File: config.mk
export PLATFORM = sky130hd
export DESIGN_NAME = rtc_counter_top
export DESIGN_NICKNAME = d
export VERILOG_FILES = /design/src/rtl/rtc_cnt_pkg.sv /design/src/rtl/rtc_tick.sv /design/src/rtl/rtc_snap.sv /design/src/rtl/rtc_alarm.sv /design/src/rtl/rtc_counter_top.sv
export SDC_FILE = /design/constraint.sdc
export NUM_CORES = 1
export LEC_CHECK = 0
export ABC_AREA = 1
export BUFFER_PORTS_ARGS = -buffer_cell sky130_fd_sc_hd__buf_2
export CELL_PAD_IN_SITES_DETAIL_PLACEMENT = 1
export CELL_PAD_IN_SITES_GLOBAL_PLACEMENT = 2
export CORE_ASPECT_RATIO = 0.8
export CORE_MARGIN = 1
export CORE_UTILIZATION = 33
export CTS_CLUSTER_DIAMETER = 150
export DETAILED_ROUTE_END_ITERATION = 10
export PLACE_DENSITY = 0.8
export SLEW_MARGIN = 40
export SYNTH_ARGS = -nofsm -noshare
export SYNTH_HDL_FRONTEND = slang
export SYNTH_SLANG_ARGS = --single-unit
File: constraint.sdc
create_clock -name clk_i -period 2.4 [get_ports clk_i]
set_clock_uncertainty 0.1 [all_clocks]
set_input_delay 0.48 -clock clk_i [delete_from_list [all_inputs] [get_ports clk_i]]
set_output_delay 0.48 -clock clk_i [all_outputs]
set_load 0.01 [all_outputs]
File: src/rtl/rtc_cnt_pkg.sv
package rtc_cnt_pkg;
  localparam int unsigned DEF_CNT_W = 48;
  localparam int unsigned DEF_DIV   = 2;
  localparam int unsigned DEF_STEP  = 2;

  typedef enum logic [1:0] {
    SNAP_IDLE  = 2'd0,
    SNAP_PEND  = 2'd1,
    SNAP_VALID = 2'd2
  } snap_state_e;
endpackage

File: src/rtl/rtc_tick.sv
module rtc_tick #(
  parameter int unsigned CNT_W = rtc_cnt_pkg::DEF_CNT_W,
  parameter int unsigned DIV   = rtc_cnt_pkg::DEF_DIV,
  parameter int unsigned STEP  = rtc_cnt_pkg::DEF_STEP
) (
  input  logic             clk_i,
  input  logic             rst_ni,
  output logic [CNT_W-1:0] cnt_o,
  output logic [CNT_W-1:0] nxt_o,
  output logic             adv_o
);
  localparam int unsigned PH_W = (DIV > 1) ? $clog2(DIV) : 1;
  localparam logic [PH_W-1:0] PH_LAST = PH_W'(DIV - 1);

  logic [PH_W-1:0]  ph_q;
  logic [CNT_W-1:0] cnt_q;

  assign adv_o = (ph_q == PH_LAST);
  assign nxt_o = cnt_q + CNT_W'(STEP);
  assign cnt_o = cnt_q;

  always_ff @(posedge clk_i or negedge rst_ni) begin
    if (!rst_ni) begin
      ph_q  <= '0;
      cnt_q <= '0;
    end else if (adv_o) begin
      ph_q  <= '0;
      cnt_q <= nxt_o;
    end else begin
      ph_q  <= ph_q + 1'b1;
    end
  end
endmodule

File: src/rtl/rtc_snap.sv
module rtc_snap #(
  parameter int unsigned CNT_W = rtc_cnt_pkg::DEF_CNT_W
) (
  input  logic             clk_i,
  input  logic             rst_ni,
  input  logic             req_i,
  input  logic             adv_i,
  input  logic [CNT_W-1:0] nxt_i,
  output logic [CNT_W-1:0] snap_o,
  output logic             valid_o
);
  import rtc_cnt_pkg::*;

  snap_state_e      st_q, st_d;
  logic [CNT_W-1:0] snap_q;
  logic             take;

  // capture on the update edge if a request is present or waiting
  assign take = adv_i && (req_i || st_q == SNAP_PEND);

  always_comb begin
    st_d = st_q;
    if (take)       st_d = SNAP_VALID;
    else if (req_i) st_d = SNAP_PEND;
  end

  always_ff @(posedge clk_i or negedge rst_ni) begin
    if (!rst_ni) begin
      st_q   <= SNAP_IDLE;
      snap_q <= '0;
    end else begin
      st_q <= st_d;
      if (take) snap_q <= nxt_i;
    end
  end

  assign snap_o  = snap_q;
  assign valid_o = (st_q == SNAP_VALID);
endmodule

File: src/rtl/rtc_alarm.sv
module rtc_alarm #(
  parameter int unsigned CNT_W = rtc_cnt_pkg::DEF_CNT_W
) (
  input  logic             clk_i,
  input  logic             rst_ni,
  input  logic [CNT_W-1:0] cnt_i,
  input  logic [CNT_W-1:0] tgt_i,
  input  logic             we_i,
  input  logic             en_i,
  output logic             alarm_o,
  output logic             armed_o
);
  logic [CNT_W-1:0] tgt_q;
  logic             armed_q;
  logic             hit_q;
  logic             fire;

  assign fire = armed_q && en_i && !we_i && (cnt_i == tgt_q);

  always_ff @(posedge clk_i or negedge rst_ni) begin
    if (!rst_ni) begin
      tgt_q   <= '0;
      armed_q <= 1'b0;
      hit_q   <= 1'b0;
    end else begin
      hit_q <= fire;
      if (we_i) begin
        tgt_q   <= tgt_i;
        armed_q <= 1'b1;
      end else if (fire) begin
        armed_q <= 1'b0;
      end
    end
  end

  assign alarm_o = hit_q;
  assign armed_o = armed_q;
endmodule

File: src/rtl/rtc_counter_top.sv
module rtc_counter_top #(
  parameter int unsigned CNT_W = rtc_cnt_pkg::DEF_CNT_W,
  parameter int unsigned DIV   = rtc_cnt_pkg::DEF_DIV,
  parameter int unsigned STEP  = rtc_cnt_pkg::DEF_STEP
) (
  input  logic             clk_i,
  input  logic             rst_ni,
  input  logic             snap_req_i,
  input  logic [CNT_W-1:0] target_i,
  input  logic             target_we_i,
  input  logic             alarm_en_i,
  output logic [CNT_W-1:0] snap_o,
  output logic             snap_valid_o,
  output logic             alarm_o
);
  logic [CNT_W-1:0] cnt_w;
  logic [CNT_W-1:0] nxt_w;
  logic             adv_w;
  logic             armed_w;

  rtc_tick #(.CNT_W(CNT_W), .DIV(DIV), .STEP(STEP)) u_tick (
    .clk_i  (clk_i),
    .rst_ni (rst_ni),
    .cnt_o  (cnt_w),
    .nxt_o  (nxt_w),
    .adv_o  (adv_w)
  );

  rtc_snap #(.CNT_W(CNT_W)) u_snap (
    .clk_i   (clk_i),
    .rst_ni  (rst_ni),
    .req_i   (snap_req_i),
    .adv_i   (adv_w),
    .nxt_i   (nxt_w),
    .snap_o  (snap_o),
    .valid_o (snap_valid_o)
  );

  rtc_alarm #(.CNT_W(CNT_W)) u_alarm (
    .clk_i   (clk_i),
    .rst_ni  (rst_ni),
    .cnt_i   (cnt_w),
    .tgt_i   (target_i),
    .we_i    (target_we_i),
    .en_i    (alarm_en_i),
    .alarm_o (alarm_o),
    .armed_o (armed_w)
  );
endmodule

After elaboration in Yosys (flattened, before gate mapping)
Cells that the tools add are included.

Mux-type cells: 5. Reduce and logical (&&, ||, !) cells: 8. Add/sub/neg operators: 2. Eq/ne operators: 3.

Operator list (number): $add A48 B2 Y48 const B (1); $eq A48 B48 Y1 (1); $logic_and A1 B1 Y1 (4); $mux W2 (2); $reduce_bool A2 Y1 (2); $mux W1 (3); $eq A2 B1 Y1 const B (1); $eq A2 B2 Y1 const B (1); $add A1 B1 Y1 const B (1); $logic_not A1 Y1 (1); $logic_or A1 B1 Y1 (1).

Output and inout port bits: 50. Word-level logic and storage cells: 25. Flip-flop bits (word level): 149.

Longest topological paths before layout
Gate-level depths: netlist of the first run.

Depth in word-level cells: 5. Depth in mapped cells: 11. Depth with buffers taken out: 10.

Hierarchy
Synthesis of the first run repeated with hierarchy kept, for this count alone.

Cell total of the unflattened synthesis: 1114. Area, all modules: 8216.6 um^2.

By module, submodules not included: rtc_tick (cells an instance 508, sequential area each 1201.2 um^2, instances 1, area each 3349.5 um^2); rtc_alarm (cells an instance 385, sequential area each 1251.2 um^2, instances 1, area each 2855.2 um^2); rtc_snap (cells an instance 221, sequential area each 1251.2 um^2, instances 1, area each 2011.9 um^2).

Worst setup path before layout of the first run
OpenSTA, ideal clock, no wires.

Path type: register to register. Start: register u_tick.cnt_q[1], in the netlist u_tick.cnt_o[1]. End: register u_tick.cnt_q[33], in the netlist u_tick.cnt_o[33]. Path buffers: 0. Setup time: 130 ps. Path slack: 684 ps. Required time: 2170 ps. Stages on the path, launching flop included: 10. Arrival: 1486 ps. Cells stage by stage: dfrtp_1 -> ha_1 -> inv_1 -> nor2_4 -> nand2_1 -> nor2_2 -> nand2_1 -> xor2_1 -> nand2_1 -> o21ai_0.

Cells in the longest elaborated chain, start to end: 1.

RTL lines: start, declared (RTL line rtc_tick.sv:16) `logic [CNT_W-1:0] cnt_q;`; start signal, assigned (RTL line rtc_tick.sv:28) `cnt_q <= nxt_o;`; $add A48 B2 Y48 (RTL line rtc_tick.sv:19) `assign nxt_o = cnt_q + CNT_W'(STEP);`.

Every way passes these cells. A chain may end at the register's enable or synchronous reset.

Worst setup path after layout of the first run
Start: register u_tick.cnt_q[1], in the netlist u_tick.cnt_o[1]. End: register u_tick.cnt_q[23], in the netlist u_tick.cnt_o[23].

Same word-level chain as after synthesis.

==> results of run 1 <==
-- layer usage --
layer | routed length, um | up-vias | global-route usage
met4 | 547 | 0 | 0.0714
li1 | - | 3588 | -
met5 | 0 | - | 0
met3 | 1440 | 29 | 0.0399
met2 | 11800 | 214 | 0.349
met1 | 15000 | 3555 | 0.374
-- area by class of cell --
type	count	share of cell area
clock inverters	12	0.0189
inverters	99	0.0393
well taps	312	0.0413
clock buffers	20	0.0462
multi-input cells	806	0.390
flip-flops and latches	147	0.389
repair buffers	122	0.0750
-- where the power goes --
group / switching, mW / internal, mW
Sequential: 0.0514 / 2.56
Clock: 1.12 / 1.75
Combinational: 0.326 / 0.166
-- metrics by stage --
step / worst slack [ns] / instance area [um2] / instances / util / hold slack (ns)
after global placement: 0.0632 / 8830 / 1485 / 0.377 / 0.357
after global routing: 0.0122 / 9460 / 1518 / 0.404 / 0.157
after floorplan: 0.684 / 7870 / 1084 / - / 0.0844
after CTS: 0.0207 / 9450 / 1518 / 0.404 / 0.143
final: 0.160 / 9460 / 1518 / 0.404 / 0.149
after detailed placement: 0.0590 / 8830 / 1485 / 0.377 / 0.355
-- flip-flops by register name, summed over array words and instances (netlist names) --
signal           count
u_alarm.alarm_o      1
u_alarm.tgt_q       48
u_alarm.armed_o      1
u_tick.adv_o         1
u_snap.st_q          2
u_tick.cnt_o        47
u_snap.snap_o       47
-- layout by cell type, fill, tap and decap left out, types with 3 or more instances in the layout --
master / synthesis / layout
clkbuf_1: 25 / 3
nand2_1: 450 / 450
o21ai_1: 5 / 5
bufinv_16: 0 / 4
o21ai_0: 86 / 86
nand3_1: 36 / 36
nand2_2: 7 / 7
buf_4: 2 / 17
clkinv_2: 0 / 3
dfrtp_1: 147 / 145
clkbuf_16: 0 / 17
xor2_1: 32 / 32
nor2_2: 9 / 9
nor2_4: 8 / 8
mux2_2: 10 / 10
nand4_1: 22 / 22
buf_12: 0 / 3
nor2_1: 116 / 116
xnor2_1: 9 / 9
buf_2: 5 / 100
inv_1: 98 / 98
clkinv_4: 0 / 3
nor3_1: 3 / 3
-- path summary, 6_finish.rpt --
| check | cells after the start | endpoint | start |
|---|---|---|---|
| max | 8 | u_tick.cnt_o[23] | u_tick.cnt_o[1] |
| min | 3 | u_alarm.tgt_q[10] | target_i[10] |
| max reg2reg | 8 | u_tick.cnt_o[23] | u_tick.cnt_o[1] |
| min reg2reg | 2 | u_snap.snap_o[3] | u_snap.snap_o[3] |
| max in group asynchronous | 3 | u_alarm.tgt_q[32] | rst_ni |
| min in group asynchronous | 2 | u_snap.snap_o[1] | rst_ni |
-- cells by family after synthesis --
| logic type | after synthesis | synth area share |
|---|---|---|
| mux | 10 | 0.0143 |
| flops | 147 | 0.467 |
| simple gates | 660 | 0.347 |
| fa+ha+maj | 1 | 0.00159 |
| xor+xnor | 41 | 0.0456 |
| compound gates | 93 | 0.0591 |
| other cells | 1 | 0.000476 |
| buf+inv | 131 | 0.0642 |
-- cells in the mapped netlist --
cell	count
nor2_4	8
a21oi_1	2
clkbuf_1	25
nand2_1	450
and2_1	1
conb_1	1
mux2_2	10
nand3b_1	2
nor4b_1	1
nor2_1	116
o21ai_0	86
nand2_4	2
inv_2	1
nor2b_1	1
nand2_2	7
ha_1	1
o21ai_1	5
buf_4	2
nand4_1	22
nor3_1	3
dfrtp_1	147
nor2_2	9
nand3_4	1
inv_1	98
nand3_1	36
xor2_1	32
xnor2_1	9
nand3_2	1
buf_2	5
-- worst register-to-register path, delay by kind of cell, from the launching register on --
family | cells | cell delay, ns
xor+xnor | 1 | 0.28
compound gates | 1 | 0.09
flops | 1 | 0.50
fa+ha+maj | 1 | 0.35
simple gates | 5 | 0.85
-- what timing repair did --
item                                    CTS  global route
hold buffers                              1             0
resized for setup                         0             1
endpoints found under the setup margin    0             9
hold endpoints to repair                 51             0
==> flow_metrics.tcl, run 1 <==
set metrics [dict create \
    cts_buffers 17 \
    n_antenna_cell 0 \
    fin_total_pwr_mw 5.98 \
    reg2reg_slack_ns 0.16 \
    fin_crit_sh 0.934 \
    grt_pass1_vias 7330 \
    min_period_ns 2.24 \
    drv_slew 0 \
    multi_input_area_mm2 0.00369 \
    antenna_found_initial 0 \
    worst-path-max-fanout 6 \
    yosys_warnings 0 \
    ys_seq_elements 147 \
    max-cap-violations 0 \
    h-tree-depth 4 \
    seqCellArea_mm2 0.00368 \
    cp_slowest_cell "dfrtp_2" \
    grt_overflow 0 \
    netlist_instances 1084 \
    tns_ns 0 \
    wire_per_inst_um 19.0 \
    cts_setup_buffers 0 \
    grt_max_degree 87 \
    layout-drive-gt1-share 0.158 \
    ys_top_cells_by_area "dfrtp_1, nand2_1, nor2_1" \
    synth_top_area_frac 0.467 \
    rows 50 \
    worstPathRequired_ns 2.65 \
    core_mm2 0.0234 \
    power_density_mw_per_mm2 632 \
    numPortBuffers 101 \
    avgSynthCellArea_um2 7.26 \
    hold_viol 0 \
    insertion_delay_ns 0.44 \
    cts_sinks 147 \
    ios 103 \
    critPathBufInv 0 \
    max_freq_mhz 446 \
    synth_nets 1138 \
    die_height_um 140 \
    yosysSeqAreaShare 0.467 \
    crit_path_start_kind "register" \
    dr.pass1.iters 5 \
    tritoncts "built" \
    netlist_area_mm2 0.00787 \
    yosysTopAreaCell "dfrtp_1" \
    critPathMaxStageDelay_ns 0.50 \
    crit_family "simple AND/OR/NAND/NOR gates" \
    vias_per_cell 4.87 \
    fillers 3004 \
    initial_utilization 0.336 \
    cp_common_cell "nor2_2" \
    cp_data_arrival_time_ns 2.49 \
    dr.first_iter.drc_count 506 \
    clockBufferDepth 2 \
    dpl.hpwl_mm 22.7 \
    worst_pin_slew_ns 0.612 \
    final_antenna_net_count 0 \
    fin_nets 1247 \
    grt_pass1_wl_mm 44.2 \
    slew_headroom 0.592 \
    ir_drop_mv 0.455 \
    p_leak_nw 4.55 \
    clk_pin_slew_ns 0.07 \
    criticalPathCategory "reg2reg" \
    clock-root-buffer "clkbuf_16" \
    drt_wl_total_mm 28.9 \
    die_x_um 175 \
    area_growth_pct 20.1 \
    setup_viol 0 \
    crit_chain "ha_1 -> nand3_4 -> nor2_2 -> nand3_2 -> nor2_2 -> xor2_1 -> nand2_1 -> o21ai_1" \
    status "complete, no violations" \
    ys_types 29 \
    vias 7386 \
    track_usage 0.244 \
    hp-class "in2reg" \
    rsz0062_at_grt "no" \
    place.gp.congestion 0.892 \
    drc 0 \
    dieArea_mm2 0.0245 \
    cp-end-kind "register" \
]
(Power assumes the default switching activity.)
==> run 2, diff against run 1 <==
- CORE_UTILIZATION: 33 -> 34
- CTS_BUF_LIST: not set -> sky130_fd_sc_hd__clkbuf_8
- CTS_CLUSTER_DIAMETER: 150 -> not set
- PLACE_DENSITY: 0.8 -> 0.82
==> flow_metrics.tcl, run 2 (synthesized netlist as in run 1, its figures left out) <==
set metrics [dict create \
    final_cell_area_mm2 0.00920 \
    cts_buffers 17 \
    crit_chain "ha_1 -> nand3_4 -> nor2_2 -> nand3_2 -> nor2_2 -> xor2_1 -> nand2_1 -> o21ai_1" \
    slew_headroom 0.566 \
    drt_wl_total_mm 28.5 \
    dpl.hpwl_mm 22.8 \
    cp_common_cell "nor2_2" \
    p_leak_nw 4.42 \
    max-cap-violations 0 \
    r2r_end "u_tick.cnt_o[23]" \
    r2r-start "u_tick.cnt_o[1]" \
    hp-class "in2reg" \
    grt_pass1_vias 7346 \
    hold_viol 0 \
    worst-path-max-fanout 6 \
    layout_common_cells "nand2_1, dfrtp_1, nor2_1, buf_2, inv_1" \
    fin_nets 1240 \
    final_antenna_net_count 0 \
    criticalPathCategory "reg2reg" \
    cp-end-kind "register" \
    dieArea_mm2 0.0238 \
    track_usage 0.256 \
    n_antenna_cell 0 \
    min_period_ns 2.23 \
    tritoncts "built" \
    setup_viol 0 \
    h-tree-depth 4 \
    grt_overflow 0 \
    p_switching_mw 1.41 \
    place.gp.congestion 0.906 \
    drc 0 \
    hold_depth 2 \
    worst_pin_slew_ns 0.646 \
    area_growth_pct 16.8 \
    grt_max_degree 87 \
    fin_crit_sh 0.928 \
    rows 49 \
    tns_ns 0 \
    grt_pass1_wl_mm 44.2 \
    cp_slowest_cell "dfrtp_2" \
    cts_sinks 147 \
    reg2reg_depth 8 \
    vias_per_cell 4.86 \
    ir_drop_mv 0.237 \
    dr.pass1.iters 5 \
    crit_path_start_kind "register" \
    internal_power_mw 3.74 \
    ios 103 \
    antenna_found_initial 1 \
    critPathMaxStageDelay_ns 0.51 \
    clk_pin_slew_ns 0.09 \
    comb_power_share 0.097 \
    power_density_mw_per_mm2 559 \
    dr.first_iter.drc_count 557 \
    fin_total_pwr_mw 5.14 \
    final_util 0.408 \
    drv_slew 0 \
    min_to "u_snap.st_q[1]" \
    placed_area_mm2 0.00878 \
    fillers 2906 \
    min_from "snap_req_i" \
    die_height_um 138 \
    core_mm2 0.0226 \
    vias 7317 \
    rsz0062_at_grt "no" \
    numPortBuffers 101 \
    pwr-share-seq 0.508 \
    regMostFlops "u_alarm.tgt_q" \
    pwr-share-clk 0.394 \
    initial_utilization 0.349 \
    reg2reg_slack_ns 0.17 \
    clock-root-buffer "clkbuf_8" \
    clockBufferDepth 2 \
    worstPathRequired_ns 2.70 \
    final_common_cell "nand2_1" \
    die_x_um 172 \
    swShare 0.274 \
    insertion_delay_ns 0.47 \
    layout-drive-gt1-share 0.155 \
    status "complete, no violations" \
    max_freq_mhz 449 \
    largest_register_ffs 48 \
    wire_per_inst_um 19.0 \
    cp_data_arrival_time_ns 2.52 \
]
run 2: critical path: cells and delay by family (launching register included):
family          cells  cell delay (ns)
flops               1             0.51
fa+ha+maj           1             0.34
simple gates        5             0.87
xor+xnor            1             0.22
compound gates      1             0.10
run 2: how the worst max path moves through the flow:
stage / from / to / slack (ns) / cells past startpoint
6_report: u_tick.cnt_o[1] / u_tick.cnt_o[23] / 0.17 / 8
2_1_floorplan: u_tick.cnt_o[1] / u_tick.cnt_o[33] / 0.68 / 9
4_1_cts: u_tick.cnt_o[1] / u_tick.cnt_o[23] / 0.07 / 8
5_1_grt: u_tick.cnt_o[1] / u_tick.cnt_o[33] / 0.06 / 9
3_3_place_gp: u_tick.cnt_o[1] / u_tick.cnt_o[23] / 0.10 / 8
3_5_place_dp: u_tick.cnt_o[1] / u_tick.cnt_o[23] / 0.11 / 8
run 2: power by group through the flow:
stage	Combinational [mW]	Clock (mW)	Sequential, mW
6_report	0.501	2.03	2.61
5_1_grt	0.573	2.16	2.63
4_1_cts	0.508	2.07	2.62
3_5_place_dp	0.504	0	2.66
3_3_place_gp	0.501	0	2.66
2_1_floorplan	0.268	0	2.65
run 2: final cells by class:
| cell class | instances | area [um2] | share of cell area |
|---|---|---|---|
| repair buffers | 115 | 669 | 0.0728 |
| clock inverters | 12 | 129 | 0.0140 |
| clock buffers | 20 | 275 | 0.0299 |
| flip-flops and latches | 147 | 3680 | 0.400 |
| multi-input cells | 806 | 3690 | 0.401 |
| well taps | 306 | 383 | 0.0416 |
| inverters | 99 | 372 | 0.0404 |
run 2: repair_timing:
item / 4_1_cts / 5_1_grt
hold buffers: 1 / 0
endpoints found under the hold margin: 39 / 0
resized for setup: 0 / 1
setup buffers: 0 / 0
setup endpoints to repair: 0 / 8
run 2: layer usage:
layer,GRT usage,part of all wire,up-vias
met2,0.354,0.41,188
li1,-,-,3567
met1,0.405,0.53,3534
met4,0.0717,0.017,0
met5,0,0,-
met3,0.0384,0.048,28
run 2: metrics by stage:
step	setup slack, ns	hold WS (ns)	std cells
floorplan	0.684	0.0844	1084
global placement	0.104	0.354	1472
detailed placement	0.111	0.357	1472
CTS	0.0655	0.0941	1505
global route	0.0628	0.110	1505
finish	0.173	0.120	1505
